**src/rtl/secint_pkg.sv**
```systemverilog
package secint_pkg;

    localparam int REG_W    = 32;
    localparam int ADDR_W   = 12;
    localparam int EXP_BASE = 16;

    localparam logic [ADDR_W-1:0] OFF_MPC_STAT = 12'h01C;
    localparam logic [ADDR_W-1:0] OFF_PPC_STAT = 12'h020;
    localparam logic [ADDR_W-1:0] OFF_PPC_CLR  = 12'h024;
    localparam logic [ADDR_W-1:0] OFF_PPC_EN   = 12'h028;
    localparam logic [ADDR_W-1:0] OFF_MSC_STAT = 12'h030;
    localparam logic [ADDR_W-1:0] OFF_MSC_CLR  = 12'h034;
    localparam logic [ADDR_W-1:0] OFF_MSC_EN   = 12'h038;
    localparam logic [ADDR_W-1:0] OFF_BRG_STAT = 12'h040;
    localparam logic [ADDR_W-1:0] OFF_BRG_CLR  = 12'h044;
    localparam logic [ADDR_W-1:0] OFF_BRG_EN   = 12'h048;
    localparam logic [ADDR_W-1:0] OFF_EXPORT   = 12'h0D0;

    localparam logic [REG_W-1:0] BRG_KEEP = 32'hFFFF_0000;

    typedef enum logic [3:0] {
        SEL_NONE,
        SEL_MPC_STAT,
        SEL_PPC_STAT,
        SEL_PPC_EN,
        SEL_MSC_STAT,
        SEL_MSC_EN,
        SEL_BRG_EN,
        SEL_EXPORT
    } reg_sel_e;

    typedef struct packed {
        logic              we;
        logic [ADDR_W-1:0] addr;
        logic [REG_W-1:0]  data;
    } reg_wr_t;

    // Readable offsets only; clear and bridge status fall to SEL_NONE (zero).
    function automatic reg_sel_e decode_read(logic [ADDR_W-1:0] a);
        case (a)
            OFF_MPC_STAT: return SEL_MPC_STAT;
            OFF_PPC_STAT: return SEL_PPC_STAT;
            OFF_PPC_EN:   return SEL_PPC_EN;
            OFF_MSC_STAT: return SEL_MSC_STAT;
            OFF_MSC_EN:   return SEL_MSC_EN;
            OFF_BRG_EN:   return SEL_BRG_EN;
            OFF_EXPORT:   return SEL_EXPORT;
            default:      return SEL_NONE;
        endcase
    endfunction

    // Status bit position of peripheral controller idx.
    function automatic int ppc_pos(int idx, int n_apb_exp);
        if (idx < 2)
            return idx;
        else if (idx < 2 + n_apb_exp)
            return 4 + (idx - 2);
        else
            return 20 + (idx - 2 - n_apb_exp);
    endfunction

    function automatic logic [REG_W-1:0] ppc_mask(int n_apb_exp, int n_ahb_exp);
        logic [REG_W-1:0] m;
        m = '0;
        for (int i = 0; i < 2 + n_apb_exp + n_ahb_exp; i++)
            m[ppc_pos(i, n_apb_exp)] = 1'b1;
        return m;
    endfunction

endpackage

```
**src/rtl/secint_field_capture.sv**
```systemverilog
module secint_field_capture #(
    parameter int N   = 1,
    parameter int OFF = 0
) (
    input  logic        clk,
    input  logic        rst,
    input  logic [N-1:0] lvl,
    output logic [31:0]  word
);

    logic [N-1:0] lvl_q;

    always_ff @(posedge clk) begin
        if (rst)
            lvl_q <= '0;
        else
            lvl_q <= lvl;
    end

    for (genvar g = 0; g < 32; g++) begin : g_bit
        if (g >= OFF && g < OFF + N) begin : g_on
            assign word[g] = lvl_q[g-OFF];
        end else begin : g_off
            assign word[g] = 1'b0;
        end
    end

endmodule

```
**src/rtl/secint_ppc_ctrl.sv**
```systemverilog
module secint_ppc_ctrl
    import secint_pkg::*;
#(
    parameter  int N_APB_EXP = 4,
    parameter  int N_AHB_EXP = 4,
    localparam int N         = 2 + N_APB_EXP + N_AHB_EXP
) (
    input  logic             clk,
    input  logic             rst,
    input  reg_wr_t          wr,
    input  logic [REG_W-1:0] stat,
    output logic [REG_W-1:0] en_word,
    output logic [N-1:0]     en_o,
    output logic [N-1:0]     clr_o
);

    localparam logic [REG_W-1:0] MASK = ppc_mask(N_APB_EXP, N_AHB_EXP);

    logic [N-1:0] stat_pick;
    logic         wr_en, wr_clr;

    assign wr_en  = wr.we && (wr.addr == OFF_PPC_EN);
    assign wr_clr = wr.we && (wr.addr == OFF_PPC_CLR);

    for (genvar i = 0; i < N; i++) begin : g_ctl
        localparam int P = ppc_pos(i, N_APB_EXP);
        assign stat_pick[i] = stat[P];
        assign en_o[i]      = en_word[P];
    end

    always_ff @(posedge clk) begin
        if (rst) begin
            en_word <= '0;
            clr_o   <= '0;
        end else begin
            if (wr_en)
                en_word <= wr.data & MASK;
            if (wr_clr)
                clr_o <= stat_pick;
        end
    end

    assert_en_masked_R3: assert property (@(posedge clk) disable iff (rst)
        wr_en |=> en_word == ($past(wr.data) & MASK));

    assert_clr_hold_R4: assert property (@(posedge clk) disable iff (rst)
        !wr_clr |=> $stable(clr_o));

endmodule

```
**src/rtl/secint_msc_ctrl.sv**
```systemverilog
module secint_msc_ctrl
    import secint_pkg::*;
#(
    parameter int N_MSC = 4
) (
    input  logic             clk,
    input  logic             rst,
    input  reg_wr_t          wr,
    input  logic [REG_W-1:0] stat,
    output logic [REG_W-1:0] en_word,
    output logic [REG_W-1:0] exp_word,
    output logic [N_MSC-1:0] clr_o,
    output logic [N_MSC-1:0] ns_o,
    output logic             irq_o
);

    logic wr_en, wr_clr, wr_exp;

    assign wr_en  = wr.we && (wr.addr == OFF_MSC_EN);
    assign wr_clr = wr.we && (wr.addr == OFF_MSC_CLR);
    assign wr_exp = wr.we && (wr.addr == OFF_EXPORT);

    always_ff @(posedge clk) begin
        if (rst) begin
            en_word  <= '0;
            exp_word <= '0;
            clr_o    <= '0;
        end else begin
            if (wr_en)
                en_word <= wr.data;
            if (wr_exp)
                exp_word <= wr.data;
            if (wr_clr)
                clr_o <= wr.data[EXP_BASE +: N_MSC];
        end
    end

    assign ns_o  = exp_word[EXP_BASE +: N_MSC];
    assign irq_o = |(stat & en_word);

    assert_clr_load_R6: assert property (@(posedge clk) disable iff (rst)
        wr_clr |=> clr_o == $past(wr.data[EXP_BASE +: N_MSC]));

    assert_export_ns_R7: assert property (@(posedge clk) disable iff (rst)
        wr_exp |=> ns_o == $past(wr.data[EXP_BASE +: N_MSC]));

endmodule

```
**src/rtl/secint_aggregator.sv**
```systemverilog
module secint_aggregator
    import secint_pkg::*;
#(
    parameter  int N_MPC     = 2,
    parameter  int N_MPC_EXP = 4,
    parameter  int N_APB_EXP = 4,
    parameter  int N_AHB_EXP = 4,
    parameter  int N_MSC     = 4,
    localparam int N_PPC     = 2 + N_APB_EXP + N_AHB_EXP
) (
    input  logic              clk,
    input  logic              rst,
    input  logic              reg_we,
    input  logic [ADDR_W-1:0] reg_addr,
    input  logic [REG_W-1:0]  reg_wdata,
    output logic [REG_W-1:0]  reg_rdata,
    input  logic [N_MPC-1:0]     mpc_int_irq,
    input  logic [N_MPC_EXP-1:0] mpc_exp_irq,
    input  logic [N_PPC-1:0]     ppc_irq,
    output logic [N_PPC-1:0]     ppc_irq_en,
    output logic [N_PPC-1:0]     ppc_irq_clr,
    input  logic [N_MSC-1:0]     msc_irq,
    output logic [N_MSC-1:0]     msc_clr,
    output logic [N_MSC-1:0]     msc_ns,
    output logic                 msc_irq_comb
);

    reg_wr_t          wr;
    logic [REG_W-1:0] mpc_lo_w, mpc_hi_w, mpc_stat;
    logic [REG_W-1:0] ppc_a_w, ppc_b_w, ppc_c_w, ppc_stat;
    logic [REG_W-1:0] msc_stat, ppc_en_word, msc_en_word, export_word;
    logic [REG_W-1:0] brg_en;
    reg_sel_e         rsel;

    assign wr = '{we: reg_we, addr: reg_addr, data: reg_wdata};

    secint_field_capture #(.N(N_MPC), .OFF(0)) u_mpc_lo (
        .clk(clk), .rst(rst), .lvl(mpc_int_irq), .word(mpc_lo_w));
    secint_field_capture #(.N(N_MPC_EXP), .OFF(EXP_BASE)) u_mpc_hi (
        .clk(clk), .rst(rst), .lvl(mpc_exp_irq), .word(mpc_hi_w));

    secint_field_capture #(.N(2), .OFF(0)) u_ppc_int (
        .clk(clk), .rst(rst), .lvl(ppc_irq[1:0]), .word(ppc_a_w));
    secint_field_capture #(.N(N_APB_EXP), .OFF(4)) u_ppc_apb (
        .clk(clk), .rst(rst), .lvl(ppc_irq[2 +: N_APB_EXP]), .word(ppc_b_w));
    secint_field_capture #(.N(N_AHB_EXP), .OFF(20)) u_ppc_ahb (
        .clk(clk), .rst(rst), .lvl(ppc_irq[2+N_APB_EXP +: N_AHB_EXP]), .word(ppc_c_w));

    secint_field_capture #(.N(N_MSC), .OFF(EXP_BASE)) u_msc (
        .clk(clk), .rst(rst), .lvl(msc_irq), .word(msc_stat));

    assign mpc_stat = mpc_lo_w | mpc_hi_w;
    assign ppc_stat = ppc_a_w | ppc_b_w | ppc_c_w;

    secint_ppc_ctrl #(.N_APB_EXP(N_APB_EXP), .N_AHB_EXP(N_AHB_EXP)) u_ppc (
        .clk(clk), .rst(rst), .wr(wr), .stat(ppc_stat),
        .en_word(ppc_en_word), .en_o(ppc_irq_en), .clr_o(ppc_irq_clr));

    secint_msc_ctrl #(.N_MSC(N_MSC)) u_msc_ctl (
        .clk(clk), .rst(rst), .wr(wr), .stat(msc_stat),
        .en_word(msc_en_word), .exp_word(export_word),
        .clr_o(msc_clr), .ns_o(msc_ns), .irq_o(msc_irq_comb));

    always_ff @(posedge clk) begin
        if (rst)
            brg_en <= '0;
        else if (reg_we && reg_addr == OFF_BRG_EN)
            brg_en <= reg_wdata & BRG_KEEP;
    end

    assign rsel = decode_read(reg_addr);

    always_comb begin
        case (rsel)
            SEL_MPC_STAT: reg_rdata = mpc_stat;
            SEL_PPC_STAT: reg_rdata = ppc_stat;
            SEL_PPC_EN:   reg_rdata = ppc_en_word;
            SEL_MSC_STAT: reg_rdata = msc_stat;
            SEL_MSC_EN:   reg_rdata = msc_en_word;
            SEL_BRG_EN:   reg_rdata = brg_en;
            SEL_EXPORT:   reg_rdata = export_word;
            default:      reg_rdata = '0;
        endcase
    end

    assert_mpc_follow_R1: assert property (@(posedge clk) disable iff (rst)
        (!$past(rst) && reg_addr == OFF_MPC_STAT)
            |-> reg_rdata[EXP_BASE +: N_MPC_EXP] == $past(mpc_exp_irq));

    assert_brg_zero_R8: assert property (@(posedge clk) disable iff (rst)
        (reg_addr == OFF_BRG_STAT || reg_addr == OFF_BRG_CLR) |-> reg_rdata == '0);

    assert_reset_clear_R10: assert property (@(posedge clk)
        rst |=> (ppc_irq_clr == '0 && msc_clr == '0 && msc_ns == '0 && !msc_irq_comb));

endmodule

```
**config.mk**
```make
export PLATFORM = sky130hd
export DESIGN_NAME = secint_aggregator
export DESIGN_NICKNAME = d
export VERILOG_FILES = /design/src/rtl/secint_pkg.sv /design/src/rtl/secint_field_capture.sv /design/src/rtl/secint_ppc_ctrl.sv /design/src/rtl/secint_msc_ctrl.sv /design/src/rtl/secint_aggregator.sv
export SDC_FILE = /design/constraint.sdc
export NUM_CORES = 1
export LEC_CHECK = 0
export BUFFER_PORTS_ARGS = -buffer_cell sky130_fd_sc_hd__buf_2
export CORE_ASPECT_RATIO = 1.1
export CORE_UTILIZATION = 50
export CTS_CLUSTER_DIAMETER = 50
export CTS_CLUSTER_SIZE = 10
export DETAILED_ROUTE_END_ITERATION = 16
export PLACE_DENSITY = 0.76
export SYNTH_ARGS = -nofsm -noshare
export SYNTH_HDL_FRONTEND = slang
export SYNTH_HIERARCHICAL = 1
export SYNTH_SLANG_ARGS = --single-unit
```
**constraint.sdc**
```tcl
create_clock -name clk -period 2.7 [get_ports clk]
set_input_delay 0.405 -clock clk [delete_from_list [all_inputs] [get_ports clk]]
set_output_delay 0.405 -clock clk [all_outputs]
set_load 0.1 [all_outputs]
```
==> run metrics, run 1 <==
status=finished, final reports clean; CP endpoint kind=output port; EDFF count, synth=0; RSZ-0062 raised after global routing=false; Hold Path Depth=2; Clock Sinks=124; # IOs=around 130; Finish-stage setup viols=0; worst vdd ir=411 µV; drt first pass iters=5; Starting Density=0.519; clock root buffer master=clkbuf_16; final wirelength=20.9 mm; mapped cell area=about 0.0086 mm²; DP HPWL=~16 mm; critical path, cell by cell=buf_2 -> nor2b_2 -> and4_1 -> a311oi_4 -> buf_12 -> mux2i_1 -> o22ai_4 -> buf_2; die outline height=140 µm; initial DRC count=around 400; initial antenna violation count=0; Post-CTS Hold Buffers=0; worst setup path class=in -> out; H-tree depth=4; Final Cycle Share=0.968; row cnt=49; reg-to-reg endpoint=u_ppc/clr_o[3]$_SDFFE_PP0P_; Antenna Cells=0; WL/cell=approximately 15 µm; # DRC=0; layout cells sized above 1=0.232; FF-to-FF Start=u_ppc_apb/lvl_q[1]$_SDFF_PP0_; CP endpoint=reg_rdata[7]; Layout area overhead=19.7%; yosys synthesis warning count=6; commonest non-fill, non-tap cell in the layout=conb_1; worst slew pin tran=approximately 0.65 ns; leak pwr=approximately 4.5 nW; CTS tree=built; slowest CP cell=mux2i_1; commonest non-fill, non-tap cells in the layout=conb_1, nand2b_1, dfxtp_1; dpl ws=around 0.078 ns; vias after detailed routing=around 6600; hold_ws=0.194 ns; max capacitance violation total=0; Die Wd=around 130 µm; count of state elements after synthesis=between 100 and 150; post-route cell area=around 0.010 mm²; post-synthesis cell count=985; Fin. Hold Viols=0; Routed Antenna Nets=0; Slew Limit Fails=0; crit path DAT=around 2.2 ns; Fill cells=1425; Cell Area, Placed=slightly below 0.01 mm²; Final #Nets=1177; PortBufs=127; Post-CTS Resized=0; startpoint class of the critical path=input port; die area=0.0178 mm²; final worst path period need=2.61 ns; core area=between 0.015 and 0.02 mm²; global-route wire length before repair=around 33 mm; Synth cell types=49; gr ovfl total=0; CTS clk-pin slew, worst paths=~0.060 ns; CTS max path bufs=2; vias in the first global route=between 6000 and 7000; Final WS setup=around 0.086 ns; worst clock skew=~0.0023 ns; largest net degree at the start of global routing=86; cts bufs inserted=17; syn avg cell area=8.75 µm²; latest clock arrival within the worst-skew pair=between 0.4 and 0.5 ns; beginning of the critical path=reg_addr[4]; Final Wtd Congestion=about 0.85; Reg2Reg Depth=3; Power per Cell Area=about 440 mW/mm²; FMAX=0.383 GHz; sequential fraction of the synthesis area=0.288; postcts setup bufs=0; crit-path max cell delay=around 0.33 ns; relative slew slack=0.570; Synth Flop Type=dfxtp_1; FF-to-FF setup slack=approximately 1.7 ns; Total GRT Usage=0.241; Hold WC Path Type=in -> reg; most frequent CP cell=buf_2; Synth async-reset ratio=0; CP max FO=13; Worst Path Required=about 2.3 ns; drt via density=4.88
[per-stage QoR]
stage               total power, mW  std cells  TNS (ns)   util
finish                         4.58       1351         0  0.621
global route                   4.74       1351         0  0.621
CTS                            4.59       1351         0  0.621
detailed placement             2.28       1320         0  0.584
global placement               2.27       1320         0  0.584
floorplan                      2.34       1172   -0.0876      -
[report_power, final]
| group | switching, mW | leakage [nW] | internal [mW] |
|---|---|---|---|
| clock network | 0.834 | 0.292 | 1.49 |
| registers | 0.00565 | 1.00 | 1.85 |
| logic | 0.230 | 3.22 | 0.171 |
[cell usage after synthesis, types with 2 or more instances]
cell type,count,area (µm²)
o21ai_0,15,75.1
a21oi_1,20,100
nand4_1,6,37.5
buf_6,10,113
conb_1,7,26.3
or3_1,32,200
buf_2,11,55.1
o22ai_1,31,194
nor3b_1,3,22.5
nor4_2,2,25.0
buf_4,210,1580
mux2i_1,120,1200
nor2_1,27,101
and4_1,3,26.3
a22o_1,5,43.8
a211oi_1,13,97.6
or4b_4,2,27.5
nor2b_1,22,138
buf_8,3,45.0
o2bb2ai_1,17,149
clkbuf_1,26,97.6
a22oi_1,38,285
dfxtp_1,124,2480
nand2b_1,142,888
nand2_1,45,169
a221oi_1,4,35.0
nand3_1,10,50.1
and3_1,16,100
[state kept, by name, indices dropped and copies added (netlist names)]
register,cells
u_mpc_lo/lvl_q,2
u_msc_ctl/exp_word,32
u_ppc_int/lvl_q,2
u_ppc_ahb/lvl_q,4
u_msc/lvl_q,4
u_ppc_apb/lvl_q,4
u_msc_ctl/en_word,32
u_mpc_hi/lvl_q,4
brg_en,16
u_ppc/en_word,10
u_msc_ctl/clr_o,4
u_ppc/clr_o,10
[area by class of cell]
| type | count | area [µm²] | area share |
|---|---|---|---|
| Multi-Input combinational cell | 787 | 5400 | 0.524 |
| Sequential cell | 124 | 2480 | 0.241 |
| Timing Repair Buffer | 180 | 1540 | 0.150 |
| Clock buffer | 20 | 457 | 0.0443 |
| Tap cell | 229 | 287 | 0.0278 |
| Clock inverter | 11 | 143 | 0.0138 |
[critical path: cells and delay by family]
family | cells | cell delay [ns]
buf+inv | 3 | 0.64
compound gates | 2 | 0.43
mux | 1 | 0.33
simple gates | 2 | 0.40
[how the worst min path moves through the flow]
stage                                       start                       endpoint  slack (ns)
after floorplan           brg_en[16]$_SDFFE_PP0P_        brg_en[16]$_SDFFE_PP0P_        0.43
after global placement    brg_en[23]$_SDFFE_PP0P_        brg_en[23]$_SDFFE_PP0P_        0.44
after detailed placement  brg_en[23]$_SDFFE_PP0P_        brg_en[23]$_SDFFE_PP0P_        0.44
after CTS                              ppc_irq[4]  u_ppc_apb/lvl_q[2]$_SDFF_PP0_        0.19
after global routing                   msc_irq[2]      u_msc/lvl_q[2]$_SDFF_PP0_        0.19
final                              mpc_int_irq[1]   u_mpc_lo/lvl_q[1]$_SDFF_PP0_        0.19
[metal layers]
metal / part of all wire / vias up / track usage
li1: - / 3283 / -
met1: 0.44 / 3070 / 0.313
met2: 0.49 / 208 / 0.399
met3: 0.049 / 33 / 0.0465
met4: 0.021 / 0 / 0.0821
met5: 0 / - / 0
[cell families after synthesis]
family	after synthesis	share of synthesized area
buf+inv	261	0.219
other cells	7	0.00305
mux	120	0.139
flops	124	0.288
simple gates	327	0.232
compound gates	146	0.118
No activity file was read; power rests on OpenSTA's default activity.
==> inputs of run 2 (changes only) <==
--- a/config.mk
+++ b/config.mk
@@ -5,14 +5,13 @@
 export SDC_FILE = /design/constraint.sdc
 export NUM_CORES = 1
 export LEC_CHECK = 0
-export BUFFER_PORTS_ARGS = -buffer_cell sky130_fd_sc_hd__buf_2
 export CORE_ASPECT_RATIO = 1.1
 export CORE_UTILIZATION = 50
 export CTS_CLUSTER_DIAMETER = 50
 export CTS_CLUSTER_SIZE = 10
 export DETAILED_ROUTE_END_ITERATION = 16
-export PLACE_DENSITY = 0.76
+export DONT_BUFFER_PORTS = 1
+export PLACE_DENSITY = 0.7
 export SYNTH_ARGS = -nofsm -noshare
 export SYNTH_HDL_FRONTEND = slang
-export SYNTH_HIERARCHICAL = 1
 export SYNTH_SLANG_ARGS = --single-unit
==> run metrics, run 2 <==
Reg2Reg Depth=2; latest clock arrival within the worst-skew pair=0.40 ns; reg-to-reg endpoint=u_ppc.clr_o[3]$_SDFFE_PP0P_; slowest CP cell=or4_4; sink of the worst hold path=u_mpc_lo.lvl_q[1]$_SDFF_PP0_; RSZ-0062 raised after global routing=false; most common cell in the netlist=dfxtp_1; syn_nets=about 670; synth cell count leaders=dfxtp_1, nand2_1, nand2b_1, a21oi_1, mux2i_1; biggest regs=u_msc_ctl.en_word (32), u_msc_ctl.exp_word (32), brg_en (16); Total Power=3.89 mW; post-synthesis cell count=a little over 600; CP endpoint kind=output port; critical path, cell by cell=or4_4 -> or2_1 -> nor3_4 -> buf_12 -> a221o_2 -> buf_12; Final Cycle Share=0.923; commonest non-fill, non-tap cells in the layout=dfxtp_1, nand2_1, nand2b_1; largest net degree at the start of global routing=157; startpoint class of the critical path=input port; final wirelength=roughly 14 mm; PortBufs=0; Hold Path Depth=1; die area=0.0113 mm²; initial DRC count=between 200 and 300; drt via density=~5.6; Slew Limit Fails=0; Synth Flop Type=dfxtp_1; row cnt=39; # DRC=0; Power per Cell Area=~560 mW/mm²; worst clock skew=~0.00067 ns; Synth cell types=42; vias in the first global route=between 4000 and 5000; crit path DAT=~2.1 ns; Starting Density=0.519; gr ovfl total=0; Synth async-reset ratio=0; area leader, netlist=dfxtp_1; initial antenna violation count=0; Hold WC Path Type=in -> reg; hold_ws=between 0.07 and 0.08 ns; DP HPWL=~9.2 mm; hold wc startpoint=rst; Fin. Hold Viols=0; Layout area overhead=28.6%; Area contributors post-synth=dfxtp_1, mux2i_1, nand2b_1; FF-to-FF Start=u_ppc.clr_o[3]$_SDFFE_PP0P_; layout cells sized above 1=0.202; yosys synthesis warning count=0; vias after detailed routing=4425; Routed Antenna Nets=0; most frequent CP cell=buf_12; worst vdd ir=between 400 and 500 µV; EDFF count, synth=0; commonest non-fill, non-tap cell in the layout=dfxtp_1; drt first pass iters=4; crit-path max cell delay=approximately 0.55 ns; clock root buffer master=clkbuf_16; Total GRT Usage=0.254; Die Wd=roughly 100 µm; sequential fraction of the synthesis area=0.458; final worst path period need=2.49 ns; # IOs=about 130; Finish-stage setup viols=0; syn avg cell area=slightly below 9 µm²; count of state elements after synthesis=roughly 120; H-tree depth=4; CTS max path bufs=2; die outline height=between 100 and 150 µm; leak pwr=2.51 nW; status=finished, final reports clean; cts bufs inserted=17; global-route wire length before repair=between 20 and 25 mm; FMAX=between 0.4 and 0.5 GHz; Yosys top cell area share=0.458; Fill cells=roughly 830; core area=0.0104 mm²; Post-CTS Resized=0; beginning of the critical path=reg_addr[1]; WL/cell=17.4 µm; Antenna Cells=0; CTS tree=built; CP max FO=28; relative slew slack=0.326; CTS clk-pin slew, worst paths=0.05 ns; postcts setup bufs=0; setup TNS=0 ns; Final Wtd Congestion=a little over 0.8; Final #Nets=~710; worst setup path class=in -> out; Worst Path Required=between 2 and 2.5 ns; Clock Sinks=~120; max capacitance violation total=0; Post-CTS Hold Buffers=0; worst slew pin tran=1.01 ns; mapped cell area=~0.0054 mm²; FF-to-FF setup slack=~1.3 ns
[run 2: changes by cell type after synthesis, sizes merged, moves of 17 or more]
cell | before | now
a22oi | 38 | 2
nand2b | 142 | 64
o2bb2ai | 17 | 0
a21oi | 20 | 50
a221o | 0 | 18
buf | 235 | 15
nand3b | 0 | 21
mux2i | 120 | 48
o22ai | 31 | 0
or3 | 33 | 1
nand2 | 45 | 101
[run 2: where the power goes]
part / leakage (nW) / internal (mW) / switching (mW)
registers: 1.00 / 1.85 / 0.00876
logic: 1.26 / 0.0484 / 0.0280
clock network: 0.252 / 1.20 / 0.754
[run 2: worst max path at each step]
stage,endpoint,depth (start not counted)
6_report,reg_rdata[28],6
5_1_grt,reg_rdata[1],5
4_1_cts,reg_rdata[28],6
3_5_place_dp,reg_rdata[28],6
3_3_place_gp,reg_rdata[1],5
2_1_floorplan,reg_rdata[0],5
[run 2: final cells by class]
cell class	count	area, µm²	share of cell area
flip-flops and latches	124	2480	0.356
multi-input cells	430	2860	0.410
well taps	143	179	0.0257
clock buffers	23	468	0.0671
clock inverters	8	45.0	0.00646
repair buffers	65	938	0.135
[run 2: kinds of logic after synthesis]
family / count (synthesis) / share of synthesized area
muxes: 49 / 0.0907
AOI/OAI and AO/OA: 108 / 0.129
DFF: 124 / 0.458
buffers and inverters: 53 / 0.0441
and+or+nand+nor: 273 / 0.278
[run 2: worst max-delay path, delay by kind of cell]
family	cells	cell delay (ns)
compound gates	1	0.22
buf+inv	2	0.41
simple gates	3	1.04
[run 2: per-stage QoR]
step / instances / worst slack (ns) / cell area, µm² / util
2_1_floorplan: 607 / -0.634 / 5580 / -
3_3_place_gp: 762 / 0.239 / 6460 / 0.618
3_5_place_dp: 762 / 0.205 / 6460 / 0.618
4_1_cts: 793 / 0.206 / 6970 / 0.668
5_1_grt: 793 / 0.155 / 6970 / 0.668
6_report: 793 / 0.207 / 6970 / 0.668
[run 2: per-layer routing]
metal	up-vias	GRT usage	part of all wire	wire length (µm)
li1	2164	-	-	-
met1	2119	0.294	0.41	5600
met2	124	0.432	0.51	6990
met3	18	0.0782	0.072	996
met4	0	0.0995	0.017	236
met5	-	0	0	0
==> inputs of run 3 (changes only) <==
--- a/config.mk
+++ b/config.mk
@@ -6,12 +6,13 @@
 export NUM_CORES = 1
 export LEC_CHECK = 0
 export CORE_ASPECT_RATIO = 1.1
+export CORE_MARGIN = 5
 export CORE_UTILIZATION = 50
 export CTS_CLUSTER_DIAMETER = 50
 export CTS_CLUSTER_SIZE = 10
 export DETAILED_ROUTE_END_ITERATION = 16
 export DONT_BUFFER_PORTS = 1
-export PLACE_DENSITY = 0.7
+export PLACE_DENSITY = 0.73
 export SYNTH_ARGS = -nofsm -noshare
 export SYNTH_HDL_FRONTEND = slang
 export SYNTH_SLANG_ARGS = --single-unit
==> constraint.sdc (replaced) <==
create_clock -name clk -period 2.28 [get_ports clk]
set_input_delay 0.342 -clock clk [delete_from_list [all_inputs] [get_ports clk]]
set_output_delay 0.342 -clock clk [all_outputs]
set_load 0.1 [all_outputs]
==> run metrics, run 3 (same netlist as run 2, synthesis figures left out) <==
CP bufs+invs=3; storage element area=roughly 0.0025 mm²; Comb power frac=0.027; reg-to-reg endpoint=u_msc_ctl.exp_word[17]$_SDFFE_PP0P_; setup TNS=-0.782 ns; sequential share of power=0.440; latest clock arrival within the worst-skew pair=~0.41 ns; H-tree depth=4; biggest regs=u_msc_ctl.en_word (32), u_msc_ctl.exp_word (32), brg_en (16); Reg2Reg Depth=3; Total GRT Usage=0.262; Finish-stage setup viols=28; CTS tree=built; Hold WC Path Type=in -> reg; slowest CP cell=or4_4; crit path DAT=around 2.0 ns; CP endpoint kind=output port; sink of the worst hold path=brg_en[20]$_SDFFE_PP0P_; gr ovfl total=0; layout cells sized above 1=0.231; Routed Antenna Nets=0; Worst Path Required=between 1.5 and 2 ns; Slew Limit Fails=0; row cnt=39; Starting Density=0.517; vias after detailed routing=roughly 4700; hold_ws=between 0.05 and 0.06 ns; FF-to-FF Start=u_msc_ctl.exp_word[17]$_SDFFE_PP0P_; vias in the first global route=around 4800; worst vdd ir=600 µV; switching part of the total=0.199; commonest non-fill, non-tap cell in the layout=dfxtp_1; Final Cycle Share=1.02; relative slew slack=0.230; beginning of the critical path=reg_addr[1]; area occupied by multi-input gates=about 0.003 mm²; Clock Sinks=~120; CTS max path bufs=2; die outline height=119 µm; startpoint class of the critical path=input port; FMAX=about 0.43 GHz; final worst path period need=between 2 and 2.5 ns; critical path, cell by cell=or4_4 -> or2_4 -> nor3_4 -> buf_12 -> clkbuf_16 -> a221o_4 -> buf_12; drt via density=5.80; max capacitance violation total=0; initial DRC count=about 300; internal power=4.00 mW; most frequent CP cell=buf_12; leak pwr=approximately 2.8 nW; final wirelength=about 17 mm; Fill cells=around 800; cts bufs inserted=17; dpl ws=-0.0720 ns; DP HPWL=about 10 mm; Total Power=around 5.0 mW; Die Wd=109 µm; core area=about 0.010 mm²; die area=0.0130 mm²; RSZ-0062 raised after global routing=true; WL/cell=20.4 µm; clock power share=0.533; Antenna Cells=0; Final #Nets=between 700 and 800; sw power=around 0.99 mW; commonest non-fill, non-tap cells in the layout=dfxtp_1, nand2_1, nand2b_1; Final Wtd Congestion=slightly below 0.8; # DRC=0; Layout area overhead=36.5%; clock root buffer master=clkbuf_16; worst slew pin tran=approximately 1.2 ns; crit-path max cell delay=approximately 0.55 ns; CTS clk-pin slew, worst paths=0.05 ns; FF-to-FF setup slack=roughly 1.3 ns; CP max FO=6; drt first pass iters=6; status=complete, but fails checks; hold wc startpoint=rst; Power per Cell Area=just under 700 mW/mm²; global-route wire length before repair=26.2 mm; worst clock skew=0.00333 ns; largest net degree at the start of global routing=100; worst setup path class=in -> out; failing checks=negative setup slack; family with the most delay on the worst path=simple AND/OR/NAND/NOR gates; stages on the worst setup path=7; Fin. Hold Viols=0; PortBufs=0; # IOs=128; Hold Path Depth=1; Final WS setup=-0.0535 ns; initial antenna violation count=0
## run 3: cell types whose count changed in the layout (fill, tap and decap cells not counted), moves of 3 or more
cell           before  now
a221o_2             8    0
a221o_4            10   18
a22o_2             10    0
a22o_4              0   10
buf_12             33   26
buf_4              30   50
clkbuf_8            2    5
dlygate4sd3_1       0    8
nor3_1              3    0
nor3_2              0    3
## run 3: layout make-up
cell class / count / share of cell area
sequential: 124 / 0.336
clock buffer: 25 / 0.0683
clock inverter: 7 / 0.0115
multi-input combinational: 430 / 0.411
timing repair buffer: 90 / 0.150
tap: 143 / 0.0242
## run 3: worst register-to-register path, cell delays in order (launching register included)
cell and delay [ns]:
dfxtp_1 0.36, buf_4 0.31, nand2b_1 0.09, mux2i_1 0.13
## run 3: how the worst max path moves through the flow
stage	to
after floorplan	reg_rdata[0]
after global placement	reg_rdata[4]
after detailed placement	reg_rdata[4]
after CTS	reg_rdata[26]
after global routing	reg_rdata[29]
final	reg_rdata[29]
## run 3: metrics by stage
| step | instances | cell area (µm²) | utilization |
|---|---|---|---|
| 5_1_grt | 819 | 7400 | 0.705 |
| 4_1_cts | 817 | 7340 | 0.700 |
| 3_3_place_gp | 775 | 6610 | 0.630 |
| 3_5_place_dp | 775 | 6610 | 0.630 |
| 6_report | 819 | 7400 | 0.705 |
| 2_1_floorplan | 607 | 5730 | - |
## run 3: power by group through the flow
stage               registers (mW)  clock network, mW  logic, mW
global placement              2.24                  0     0.0915
CTS                           2.20               2.69      0.131
detailed placement            2.24                  0     0.0946
global route                  2.20               2.78      0.142
floorplan                     2.24                  0      0.112
finish                        2.20               2.66      0.132
## run 3: per-layer routing
| metal | share of wire | wire length (µm) | track usage |
|---|---|---|---|
| met4 | 0.025 | 424 | 0.115 |
| met5 | 0 | 0 | 0 |
| met3 | 0.079 | 1330 | 0.0795 |
| met1 | 0.37 | 6270 | 0.298 |
| met2 | 0.52 | 8720 | 0.449 |
## run 3: repair_timing
item / 4_1_cts / 5_1_grt
hold buffers: 8 / 0
pin swaps: 3 / 11
endpoints found under the hold margin: 27 / 0
setup endpoints to repair: 28 / 31
buffers inserted: 1 / 1
gates resized for setup: 4 / 5
cloned: 1 / 1
